===== src/rtl/tx_ramp_pkg.sv =====
package tx_ramp_pkg;

    typedef enum logic [2:0] {
        RS_IDLE = 3'd0,
        RS_CTS  = 3'd1,
        RS_UP2  = 3'd2,
        RS_UP3  = 3'd3,
        RS_ON   = 3'd4,
        RS_DN2  = 3'd5,
        RS_DN1  = 3'd6
    } ramp_state_e;

    typedef struct packed {
        ramp_state_e state;
        logic [2:0]  strb;
        logic        pend;
    } ramp_reg_t;

    localparam int unsigned NUM_STRB = 3;

endpackage


===== src/rtl/tx_ramp_prescaler.sv =====
module tx_ramp_prescaler #(
    parameter int unsigned DIV_LO = 20,
    parameter int unsigned DIV_HI = 40
) (
    input  logic clk,
    input  logic rst_n,
    input  logic sel_i,
    input  logic restart_i,
    output logic tick_o
);
    localparam int unsigned CNT_W = $clog2(DIV_HI);

    logic [CNT_W-1:0] cnt_d, cnt_q;
    logic [CNT_W-1:0] lim;

    always_comb begin
        lim    = sel_i ? CNT_W'(DIV_HI - 1) : CNT_W'(DIV_LO - 1);
        tick_o = (cnt_q >= lim);
        if (restart_i || tick_o) cnt_d = '0;
        else                     cnt_d = cnt_q + 1'b1;
    end

    always_ff @(posedge clk or negedge rst_n) begin
        if (!rst_n) cnt_q <= '0;
        else        cnt_q <= cnt_d;
    end


    cnt_range_chk: assert property (@(posedge clk) disable iff (!rst_n)
        cnt_q < CNT_W'(DIV_HI));


    restart_zero_chk: assert property (@(posedge clk) disable iff (!rst_n)
        restart_i |=> (cnt_q == '0));

endmodule


===== src/rtl/tx_ramp_gapcnt.sv =====
module tx_ramp_gapcnt #(
    parameter int unsigned GAP_W = 4
) (
    input  logic             clk,
    input  logic             rst_n,
    input  logic             load_i,
    input  logic [GAP_W-1:0] load_val_i,
    input  logic             tick_i,
    output logic             expire_o
);
    logic [GAP_W-1:0] units_d, units_q;

    always_comb begin
        expire_o = tick_i && (units_q == GAP_W'(1));
        if (load_i)                         units_d = load_val_i;
        else if (tick_i && units_q != '0)   units_d = units_q - 1'b1;
        else                                units_d = units_q;
    end

    always_ff @(posedge clk or negedge rst_n) begin
        if (!rst_n) units_q <= '0;
        else        units_q <= units_d;
    end


    load_track_chk: assert property (@(posedge clk) disable iff (!rst_n)
        load_i |=> (units_q == $past(load_val_i)));

endmodule


===== src/rtl/tx_ramp_fsm.sv =====
module tx_ramp_fsm
    import tx_ramp_pkg::*;
#(
    parameter int unsigned GAP_W = 4
) (
    input  logic             clk,
    input  logic             rst_n,
    input  logic             start_i,
    input  logic             eof_i,
    input  logic             cts_en_i,
    input  logic             cts_i,
    input  logic [GAP_W-1:0] gap_up12_i,
    input  logic [GAP_W-1:0] gap_up23_i,
    input  logic [GAP_W-1:0] gap_dn32_i,
    input  logic [GAP_W-1:0] gap_dn21_i,
    input  logic             expire_i,
    output logic [NUM_STRB-1:0] strb_o,
    output logic             busy_o,
    output logic             fire_o,
    output logic [GAP_W-1:0] load_val_o
);
    ramp_reg_t cur_q, nx_d;

    logic             adv;
    logic             gate_open;
    logic             eof_any;
    logic [GAP_W-1:0] gap;

    always_comb begin
        nx_d       = cur_q;
        fire_o     = 1'b0;
        load_val_o = '0;
        gap        = '0;
        gate_open  = !cts_en_i || cts_i;
        eof_any    = eof_i || cur_q.pend;

        case (cur_q.state)
            RS_IDLE: begin
                adv = start_i && gate_open;
                if (start_i && !gate_open) nx_d.state = RS_CTS;
            end
            RS_CTS:                          adv = gate_open;
            RS_UP2, RS_UP3, RS_DN2, RS_DN1:  adv = expire_i;
            RS_ON:                           adv = eof_any;
            default:                         adv = 1'b0;
        endcase

        if (cur_q.state inside {RS_CTS, RS_UP2, RS_UP3})
            nx_d.pend = cur_q.pend || eof_i;
        else
            nx_d.pend = 1'b0;

        for (int i = 0; i < NUM_STRB; i++) begin
            if (adv) begin
                fire_o = 1'b1;
                gap    = '0;
                case (nx_d.state)
                    RS_IDLE, RS_CTS: begin
                        nx_d.strb[0] = 1'b1;
                        nx_d.state   = RS_UP2;
                        gap          = gap_up12_i;
                    end
                    RS_UP2: begin
                        nx_d.strb[1] = 1'b1;
                        nx_d.state   = RS_UP3;
                        gap          = gap_up23_i;
                    end
                    RS_UP3: begin
                        nx_d.strb[2] = 1'b1;
                        nx_d.state   = RS_ON;
                    end
                    RS_ON: begin
                        nx_d.strb[2] = 1'b0;
                        nx_d.state   = RS_DN2;
                        gap          = gap_dn32_i;
                    end
                    RS_DN2: begin
                        nx_d.strb[1] = 1'b0;
                        nx_d.state   = RS_DN1;
                        gap          = gap_dn21_i;
                    end
                    RS_DN1: begin
                        nx_d.strb[0] = 1'b0;
                        nx_d.state   = RS_IDLE;
                    end
                    default: nx_d.state = RS_IDLE;
                endcase
                load_val_o = gap;
                adv = (gap == '0) && !(nx_d.state inside {RS_ON, RS_IDLE});
            end
        end
    end

    always_ff @(posedge clk or negedge rst_n) begin
        if (!rst_n) begin
            cur_q.state <= RS_IDLE;
            cur_q.strb  <= '0;
            cur_q.pend  <= 1'b0;
        end else begin
            cur_q <= nx_d;
        end
    end

    assign strb_o = cur_q.strb;
    assign busy_o = (cur_q.state != RS_IDLE);


    busy_start_ignored_chk: assert property (@(posedge clk) disable iff (!rst_n)
        (cur_q.state inside {RS_UP2, RS_UP3, RS_DN2, RS_DN1} && !expire_i)
            |=> $stable(cur_q.strb));

endmodule


===== src/rtl/tx_ramp_seq.sv =====
module tx_ramp_seq #(
    parameter int unsigned GAP_W  = 4,
    parameter int unsigned DIV_LO = 20,
    parameter int unsigned DIV_HI = 40
) (
    input  logic             clk,
    input  logic             rst_n,
    input  logic             start_i,
    input  logic             eof_i,
    input  logic             cts_en_i,
    input  logic             cts_i,
    input  logic             presc_sel_i,
    input  logic [GAP_W-1:0] gap_up12_i,
    input  logic [GAP_W-1:0] gap_up23_i,
    input  logic [GAP_W-1:0] gap_dn32_i,
    input  logic [GAP_W-1:0] gap_dn21_i,
    output logic             t1_o,
    output logic             t2_o,
    output logic             t3_o,
    output logic             busy_o
);
    import tx_ramp_pkg::*;

    logic                tick;
    logic                expire;
    logic                fire;
    logic [GAP_W-1:0]    load_val;
    logic [NUM_STRB-1:0] strb;

    tx_ramp_prescaler #(
        .DIV_LO (DIV_LO),
        .DIV_HI (DIV_HI)
    ) u_presc (
        .clk       (clk),
        .rst_n     (rst_n),
        .sel_i     (presc_sel_i),
        .restart_i (fire),
        .tick_o    (tick)
    );

    tx_ramp_gapcnt #(
        .GAP_W (GAP_W)
    ) u_gap (
        .clk        (clk),
        .rst_n      (rst_n),
        .load_i     (fire),
        .load_val_i (load_val),
        .tick_i     (tick),
        .expire_o   (expire)
    );

    tx_ramp_fsm #(
        .GAP_W (GAP_W)
    ) u_fsm (
        .clk        (clk),
        .rst_n      (rst_n),
        .start_i    (start_i),
        .eof_i      (eof_i),
        .cts_en_i   (cts_en_i),
        .cts_i      (cts_i),
        .gap_up12_i (gap_up12_i),
        .gap_up23_i (gap_up23_i),
        .gap_dn32_i (gap_dn32_i),
        .gap_dn21_i (gap_dn21_i),
        .expire_i   (expire),
        .strb_o     (strb),
        .busy_o     (busy_o),
        .fire_o     (fire),
        .load_val_o (load_val)
    );

    assign t1_o = strb[0];
    assign t2_o = strb[1];
    assign t3_o = strb[2];


    order_t3_chk: assert property (@(posedge clk) disable iff (!rst_n)
        t3_o |-> t2_o);


    order_t2_chk: assert property (@(posedge clk) disable iff (!rst_n)
        t2_o |-> t1_o);


    busy_cover_chk: assert property (@(posedge clk) disable iff (!rst_n)
        t1_o |-> busy_o);


    busy_fall_chk: assert property (@(posedge clk) disable iff (!rst_n)
        $fell(busy_o) |-> $fell(t1_o));


    cts_hold_chk: assert property (@(posedge clk) disable iff (!rst_n)
        (!t1_o && cts_en_i && !cts_i) |=> !t1_o);

endmodule


===== config.mk =====
export PLATFORM = sky130hd
export DESIGN_NAME = tx_ramp_seq
export DESIGN_NICKNAME = d
export VERILOG_FILES = /design/src/rtl/tx_ramp_pkg.sv /design/src/rtl/tx_ramp_prescaler.sv /design/src/rtl/tx_ramp_gapcnt.sv /design/src/rtl/tx_ramp_fsm.sv /design/src/rtl/tx_ramp_seq.sv
export SDC_FILE = /design/constraint.sdc
export NUM_CORES = 1
export LEC_CHECK = 0
export BUFFER_PORTS_ARGS = -buffer_cell sky130_fd_sc_hd__buf_2
export CAP_MARGIN = 20
export CORE_MARGIN = 5
export CORE_UTILIZATION = 45
export DETAILED_ROUTE_END_ITERATION = 7
export PLACE_DENSITY = 0.66
export SYNTH_ARGS = -nofsm -noshare
export SYNTH_HDL_FRONTEND = slang
export SYNTH_SLANG_ARGS = --single-unit

===== constraint.sdc =====
create_clock -name clk -period 7.8 [get_ports clk]
set_clock_uncertainty 0.1 [all_clocks]
set_input_delay 0.39 -clock clk [delete_from_list [all_inputs] [get_ports clk]]
set_output_delay 0.39 -clock clk [all_outputs]
set_load 0.01 [all_outputs]

## Yosys cells after proc, flatten, opt, wreduce, memory -nomap -nowiden

Index checks and enable logic that the tools add are counted.

- Output and inout port bits: 4
- Bits in latches: 0
- Logic and storage cells: 104
- Memories kept: 0
- Bits in read-only memories: 0
- Bits in writable memories: 0
- Flip-flop bits (word level): 17
- Input port bits: 23

- Shift-type cells: 0
- Multiply operators: 0
- Add/sub/neg operators: 2
- Divide/modulo/power cells: 0
- Bitwise gates (word level): 0
- Mux-type cells: 38
- Equal/unequal tests: 27
- Order comparisons: 1
- Reduce and logical (&&, ||, !) cells: 31

Operators by type and width:

| kind | number |
|---|---|
| 4-bit case mux with 4 select lines | 3 |
| 3-bit case mux with 5 select lines | 3 |
| 3-bit == test, second input constant | 14 |
| 6-bit 2-to-1 mux | 5 |
| 4-bit 2-to-1 mux | 7 |
| 3-bit by 2-bit == test with 1-bit output, second input constant | 8 |
| 3-bit logical NOT | 6 |
| 1-bit case mux with 2 select lines | 9 |
| 3-bit by 1-bit == test with 1-bit output, second input constant | 4 |
| 3-bit 2-to-1 mux | 4 |
| 4-bit logical NOT | 2 |
| 6-bit by 1-bit adder with 6-bit output, second input constant | 1 |
| 6-bit greater-or-equal comparator | 1 |
| 1-bit logical AND | 6 |
| 1-bit 2-to-1 mux | 6 |
| 2-bit nonzero test | 3 |
| 3-bit nonzero test | 2 |
| 2-bit OR reduction | 3 |
| 4-bit by 1-bit == test with 1-bit output, second input constant | 1 |
| 1-bit logical NOT | 4 |
| 1-bit case mux with 4 select lines | 1 |
| 4-bit nonzero test | 1 |
| 4-bit OR reduction | 1 |
| 4-bit by 1-bit subtractor with 4-bit output, second input constant | 1 |
| 1-bit logical OR | 3 |

## Depth between registers and ports, before layout

Gate-level depths: netlist (run 1).

- Word-level depth: 24
- Gate-level depth with buffers: 11
- Depth with buffers taken out: 9

## By module

A second synthesis (run 1) with hierarchy kept.

- Cell total of the unflattened synthesis: 216
- Area, all modules: 1740.4 µm²

By module, submodules not included:

| module | times used | cells an instance | sequential area each (µm²) | area an instance (µm²) |
|---|---|---|---|---|
| tx_ramp_fsm | 1 | 156 | 175.2 | 1131.1 |
| tx_ramp_prescaler | 1 | 30 | 150.1 | 342.8 |
| tx_ramp_gapcnt | 1 | 30 | 100.1 | 266.5 |

## Worst setup path after synthesis (run 1)

Ideal clock, no wire load.

- Path type: input to register
- From: input presc_sel_i
- To: register u_fsm.cur_q[6] (netlist bit)
- Library setup time: 0.137 ns
- Path buffers: 1
- Cell stages on the path: 10
- Data required time: 7.563 ns
- Arrival time: 2.427 ns
- Setup slack: 5.136 ns
- Cell sequence: inv_1 -> ha_1 -> a211oi_1 -> o21ai_0 -> a311oi_1 -> buf_2 -> mux2i_1 -> nand3_1 -> nor4_1 -> o21ai_1

RTL lines:

| item | RTL line | text |
|---|---|---|
| start: declaration | tx_ramp_seq.sv:12 | `input logic presc_sel_i,` |
| end signal: assignment | tx_ramp_fsm.sv:100 | `cur_q <= nx_d;` |
| end: declaration | tx_ramp_fsm.sv:22 | `ramp_reg_t cur_q, nx_d;` |

==> out/results.tsv, run 1 <==
stage	metric	value	unit
setup_path	crit_family	compound AO/OA/AOI/OAI gates	
outcome	status	finished clean	
detailed_routing	drt-initial-drc-count	143	
detailed_routing	ant_nets	0	
layout	final_cell_mix	26 x buf_2, 18 x nand2_1, 17 x nor2_1, 17 x dfrtp_1, 13 x o21ai_0	
global_route	grt_max_degree	32	
layout	finalNetCount	258	
global_route	grt_usage	19.06	%
die	die_w	71.00	um
timing	maxSlewHeadroom	26.63	%
clock_network	cts_tree	built	
detailed_routing	routed_via_density	6.442	
yosys	synth-seq-cells	17	
setup_path	critPathArrivalTime	3.69	ns
detailed_routing	drtPass1Iterations	5	
timing	min_period	3.664	ns
layout	multi_input_area	1159	um^2
yosys	yosysSeqAreaShare	25.41	%
timing	post-route-period-util	46.97	%
layout	final_common_cell	buf_2	
clock_network	clock_sinks	17	
detailed_routing	totalWireLength	4895	um
timing	tns	0	ns
yosys	synth_edf_count	0	
setup_path	timing.critical_path.cells	ha_1 > a211oi_1 > o21ai_0 > a311oi_1 > buf_4 > mux2i_1 > o211ai_1 > nor4_1 > o21ai_1	
timing	maxSlewViolCount	0	
detailed_routing	wire_per_inst	17.74	um
timing	hold_viol	0	
pwr	power_leakage	0.7987	nW
clock_network	post_cts_buffers	0	
detailed_routing	route.detailed.drc	0	
min_path	hold_path.class	register to register	
yosys	yosysUniqueCellTypes	57	
clock_network	cts_max_path_buffers	2	
setup_path	required	7.82	ns
setup_path	worst-path-buf-inv	1	
die	dieArea	5040	um^2
layout	drive_gt1_share	16.23	%
yosys	postSynthAreaPerCell	7.972	um^2
setup_path	critPathMaxFanout	11	
place	place_ws	4.097	ns
detailed_routing	vias	1778	
layout	n_antenna_cell	0	
place	dpl-instance-area	1804	um^2
clock_network	clock-root-buffer	clkbuf_8	
pwr	pwr_density_cell	248.1	nW/um^2
timing	fmax	273.0	MHz
yosys	yosys_warnings	0	
layout	final_area	1859	um^2
die	row_count	22	
die	fp.dieH	71.00	um
setup_path	end_kind	register	
pwr	power	0.4613	mW
place	dp_cells	271	
layout	fill_cells	383	
yosys	synthFlopType	dfrtp_1	
setup_path	slowest_stage	a311oi_1	
yosys	synth_cells	210	
yosys	async_flop_share	100.0	%
setup_path	cp-start-kind	register	
timing	rsz0062_at_grt	false	
die	core_area	3633	um^2
global_route	grt_pass1_wl	7866	um
setup_path	critPathKind	register to register	
place	dpl.hpwl	3584	um
layout	area_growth_syn_to_layout	11.06	%
yosys	syn_nets	239	
layout	register_area	425.4	um^2
die	start_util	46.07	%
setup_path	reg2reg_slack	4.14	ns
timing	finalWorstSetupSlack	4.136	ns
timing	setup_viol	0	
pwr	peakVddDrop	0.1127	mV
clock_network	htree_num_levels	1	
clock_network	cts_buffers	3	
global_route	antenna_found_initial	0	
global_route	grt_pass1_vias	1574	
timing	tightest_slew	1.089	ns
place	portBuffers	26	
layout	fin_cells	276	
job	maxCapViolCount	0	
yosys	synth_area	1674	um^2
die	io_pins	27	
clock_network	clk_latency	0.26	ns
clock_network	path_clk_slew	0.07	ns
place	gp_congestion	1.017	
setup_path	worst_path_largest_cell_delay	0.62	ns
global_route	overflow	0	
==> path summary, 6_finish.rpt <==
check,from,endpoint,cells after the start
worst min-delay path,u_presc.cnt_q[0]$_DFF_PN0_,u_presc.cnt_q[0]$_DFF_PN0_,1
worst max register to register,u_presc.cnt_q[2]$_DFF_PN0_,u_fsm.cur_q[6]$_DFF_PN0_,9
worst max-delay path,u_presc.cnt_q[2]$_DFF_PN0_,u_fsm.cur_q[6]$_DFF_PN0_,9
worst min register to register,u_presc.cnt_q[0]$_DFF_PN0_,u_presc.cnt_q[0]$_DFF_PN0_,1
max in group asynchronous,rst_n,u_fsm.cur_q[4]$_DFF_PN0_,2
min in group asynchronous,rst_n,u_presc.cnt_q[4]$_DFF_PN0_,2
==> flip-flops by register name, summed over array words and instances (netlist names) <==
name           cells
u_presc.cnt_q      6
u_fsm.cur_q        4
u_gap.units_q      4
u_fsm.strb_o       3
==> stage by stage <==
| stage | util, % | hold WS [ns] |
|---|---|---|
| 5_1_grt | 51.17 | 0.3733 |
| 2_1_floorplan | - | -0.005591 |
| 3_5_place_dp | 49.66 | 0.2472 |
| 4_1_cts | 51.17 | 0.3623 |
| 6_report | 51.17 | 0.3634 |
| 3_3_place_gp | 49.66 | 0.2422 |
==> final cells by class <==
class | instances | share of cell area [%]
Clock buffer | 4 | 2.423
Inverter | 6 | 1.211
Multi-Input combinational cell | 173 | 62.31
Sequential cell | 17 | 22.88
Tap cell | 48 | 3.230
Timing Repair Buffer | 28 | 7.941
==> cells by family after synthesis <==
| group | after synthesis | synth area share [%] |
|---|---|---|
| flip-flops | 17 | 25.41 |
| AO/OA/AOI/OAI | 69 | 30.05 |
| buffers and inverters | 20 | 5.381 |
| multiplexers | 10 | 6.203 |
| AND/OR/NAND/NOR | 83 | 25.86 |
| adder cells (fa/ha/maj) | 6 | 4.484 |
| XOR/XNOR | 5 | 2.616 |
==> Yosys cell counts (2+ instances only) <==
| cell | n | share of area [%] |
|---|---|---|
| a211o_1 | 3 | 1.6 |
| nand2b_1 | 3 | 1.1 |
| nand3b_1 | 2 | 0.90 |
| a22o_1 | 2 | 1.0 |
| xor2_1 | 2 | 1.0 |
| nor3_1 | 9 | 2.7 |
| mux2_2 | 3 | 2.0 |
| inv_1 | 6 | 1.3 |
| o211ai_1 | 2 | 0.90 |
| a311oi_1 | 3 | 1.6 |
| a21oi_1 | 11 | 3.3 |
| a221o_1 | 3 | 1.8 |
| dfrtp_1 | 17 | 25 |
| o31ai_1 | 2 | 0.90 |
| buf_4 | 2 | 0.90 |
| nor2_1 | 17 | 3.8 |
| nor2b_1 | 3 | 1.1 |
| xnor2_1 | 3 | 1.6 |
| nor4bb_1 | 2 | 1.2 |
| a211oi_1 | 5 | 2.2 |
| a32oi_1 | 2 | 1.0 |
| nand3_1 | 8 | 2.4 |
| clkbuf_1 | 6 | 1.3 |
| a31oi_1 | 4 | 1.5 |
| and3_1 | 5 | 1.9 |
| nand4_1 | 4 | 1.5 |
| a32o_1 | 3 | 1.8 |
| mux2i_1 | 7 | 4.2 |
| nand2_1 | 18 | 4.0 |
| buf_2 | 6 | 1.8 |
| or3_1 | 2 | 0.75 |
| and2_1 | 2 | 0.75 |
| o21ai_0 | 13 | 3.9 |
| ha_1 | 6 | 4.5 |
| nor4_1 | 2 | 0.75 |
==> where the power goes <==
group / total [mW] / internal (mW) / switching [mW]
Sequential: 0.171 / 0.116 / 0.0553
Combinational: 0.220 / 0.0957 / 0.124
Clock: 0.0702 / 0.0364 / 0.0338
==> per-layer routing <==
metal  vias up  wire [um]  track usage, %
met5         -          0               0
met4         0         40           3.549
met3         8        323           3.977
met2        87       2341           29.56
met1       839       2190           27.45
li1        844          -               -
==> what timing repair did <==
action | in CTS | in global routing
gates resized for setup | 0 | 0
hold buffers | 1 | 0
hold endpoints to repair | 17 | 0
(Power assumes the default switching activity.)
==> inputs of run 2 (changes only) <==
--- a/config.mk
+++ b/config.mk
@@ -10,7 +10,7 @@
 export CORE_MARGIN = 5
 export CORE_UTILIZATION = 45
 export DETAILED_ROUTE_END_ITERATION = 7
-export PLACE_DENSITY = 0.66
+export PLACE_DENSITY = 0.68
 export SYNTH_ARGS = -nofsm -noshare
 export SYNTH_HDL_FRONTEND = slang
 export SYNTH_SLANG_ARGS = --single-unit
==> constraint.sdc (replaced) <==
create_clock -name clk -period 3.3 [get_ports clk]
set_clock_uncertainty 0.1 [all_clocks]
set_input_delay 0.165 -clock clk [delete_from_list [all_inputs] [get_ports clk]]
set_output_delay 0.165 -clock clk [all_outputs]
set_load 0.01 [all_outputs]
==> out/results.tsv, run 2 (synthesis results as in run 1) <==
stage	metric	value	unit
place	gp_congestion	0.9793	
setup_path	reg2reg_depth	10	
timing	hold_ws	0.2050	ns
die	row_count	22	
clock_network	cts_tree	built	
timing	setup_viol	0	
timing	tightest_slew	0.6187	ns
layout	drive_gt1_share	20.25	%
setup_path	timing.critical_path.cells	ha_1 > a211oi_1 > o21ai_0 > buf_4 > a311o_1 > buf_4 > o21bai_1 > nand4_1 > nor3_1 > a21oi_1	
job	maxCapViolCount	0	
die	die_w	71.00	um
timing	rsz0062_at_grt	false	
layout	regMostFlops	u_presc.cnt_q	
clock_network	post_cts_buffers	0	
min_path	holdPathEnd	u_gap.units_q[1]$_DFFE_PN0P_	
detailed_routing	ant_nets	0	
die	fp.dieH	71.00	um
timing	tns	0	ns
setup_path	cp-start-kind	register	
place	portBuffers	26	
global_route	overflow	0	
die	start_util	46.07	%
setup_path	reg2reg_from	u_presc.cnt_q[2]$_DFF_PN0_	
layout	fin_util	53.24	%
detailed_routing	vias	1846	
global_route	grt_pass1_vias	1739	
min_path	hold_depth	4	
setup_path	end_kind	register	
layout	n_antenna_cell	0	
detailed_routing	drtPass1Iterations	5	
clock_network	clk_latency	0.26	ns
detailed_routing	totalWireLength	4924	um
setup_path	r2r-end	u_fsm.strb_o[0]$_DFF_PN0_	
place	dpl.hpwl	3853	um
setup_path	critPathArrivalTime	3.02	ns
clock_network	clock_sinks	17	
timing	maxSlewViolCount	0	
clock_network	path_clk_slew	0.07	ns
detailed_routing	wire_per_inst	17.28	um
setup_path	critPathMostFrequentCell	buf_4	
pwr	power_leakage	0.8453	nW
timing	hold_viol	0	
layout	final_common_cell	buf_2	
die	dieArea	5040	um^2
global_route	grt_max_degree	18	
layout	largest_reg_flops	6	
outcome	status	finished clean	
timing	min_period	2.992	ns
detailed_routing	drt-initial-drc-count	153	
clock_network	clock-root-buffer	clkbuf_8	
layout	finalNetCount	267	
timing	fmax	334.3	MHz
detailed_routing	routed_via_density	6.477	
layout	final_area	1934	um^2
layout	final_cell_mix	26 x buf_2, 18 x nand2_1, 17 x nor2_1, 17 x dfrtp_1, 13 x o21ai_0	
setup_path	slowest_stage	dfrtp_1	
pwr	power	1.141	mW
min_path	hold_path.class	input pin to register	
clock_network	htree_num_levels	1	
layout	area_growth_syn_to_layout	15.55	%
setup_path	worst-path-buf-inv	2	
global_route	antenna_found_initial	0	
die	io_pins	27	
global_route	grt_usage	19.92	%
setup_path	worst_path_largest_cell_delay	0.42	ns
min_path	hp-start	gap_dn21_i[1]	
pwr	pwr_density_cell	589.7	nW/um^2
detailed_routing	route.detailed.drc	0	
clock_network	cts_buffers	3	
layout	largest_registers	u_presc.cnt_q x6, u_fsm.cur_q x4, u_gap.units_q x4	
timing	post-route-period-util	90.65	%
die	core_area	3633	um^2
pwr	peakVddDrop	0.2239	mV
place	place_ws	0.2890	ns
place	dpl-instance-area	1872	um^2
global_route	grt_pass1_wl	8211	um
timing	finalWorstSetupSlack	0.3084	ns
layout	fin_cells	285	
place	dp_cells	280	
setup_path	critPathKind	register to register	
clock_network	cts_max_path_buffers	2	
timing	maxSlewHeadroom	58.57	%
setup_path	crit_family	compound AO/OA/AOI/OAI gates	
setup_path	required	3.33	ns
setup_path	critPathMaxFanout	10	
setup_path	reg2reg_slack	0.31	ns
run 2: cell types whose count changed in the layout (fill, tap and decap cells not counted), sizes merged:
cell,change
clkbuf,-1
clkinv,+1
buf,+9
run 2: final cells by class:
cell class                      instances  area [um^2]
Fill cell                             355         1699
Multi-Input combinational cell        173         1165
Sequential cell                        17        425.4
Timing Repair Buffer                   37        215.2
Tap cell                               48        60.06
Clock buffer                            3        41.29
Inverter                                6        22.52
Clock inverter                          1        5.005
run 2: worst max path at each step:
stage / start / end / slack (ns) / depth (start not counted)
after CTS: u_presc.cnt_q[2]$_DFF_PN0_ / u_fsm.cur_q[6]$_DFF_PN0_ / 0.27 / 9
after floorplan: u_presc.cnt_q[2]$_DFF_PN0_ / u_fsm.cur_q[6]$_DFF_PN0_ / 0.67 / 9
after global placement: u_fsm.cur_q[4]$_DFF_PN0_ / u_fsm.strb_o[2]$_DFF_PN0_ / 0.37 / 7
final: u_presc.cnt_q[2]$_DFF_PN0_ / u_fsm.strb_o[0]$_DFF_PN0_ / 0.31 / 10
after global routing: u_presc.cnt_q[2]$_DFF_PN0_ / u_fsm.cur_q[6]$_DFF_PN0_ / 0.16 / 9
after detailed placement: u_presc.cnt_q[2]$_DFF_PN0_ / u_fsm.cur_q[6]$_DFF_PN0_ / 0.29 / 9
run 2: what timing repair did:
| action | in CTS | in global routing |
|---|---|---|
| hold buffers | 1 | 0 |
| endpoints found under the setup margin | 0 | 1 |
| hold endpoints to repair | 17 | 0 |
| gates resized for setup | 0 | 1 |
run 2: worst reg2reg max path: stages, from the launching register on:
cell	delay [ns]
dfrtp_1	0.42
ha_1	0.29
a211oi_1	0.31
o21ai_0	0.17
buf_4	0.21
a311o_1	0.34
buf_4	0.21
o21bai_1	0.33
nand4_1	0.15
nor3_1	0.23
a21oi_1	0.11
run 2: power breakdown:
part | total, mW | switching [mW] | internal [mW]
Combinational | 0.605 | 0.348 | 0.257
Sequential | 0.373 | 0.0977 | 0.275
Clock | 0.163 | 0.0786 | 0.0840
Total | 1.14 | 0.524 | 0.616
run 2: per-layer routing:
metal  vias up  wire [um]  global-route usage (%)
met4         0         46                   5.846
met1       890       2159                   27.19
li1        868          -                       -
met5         -          0                       0
met2        81       2405                   32.75
met3         7        313                   2.699
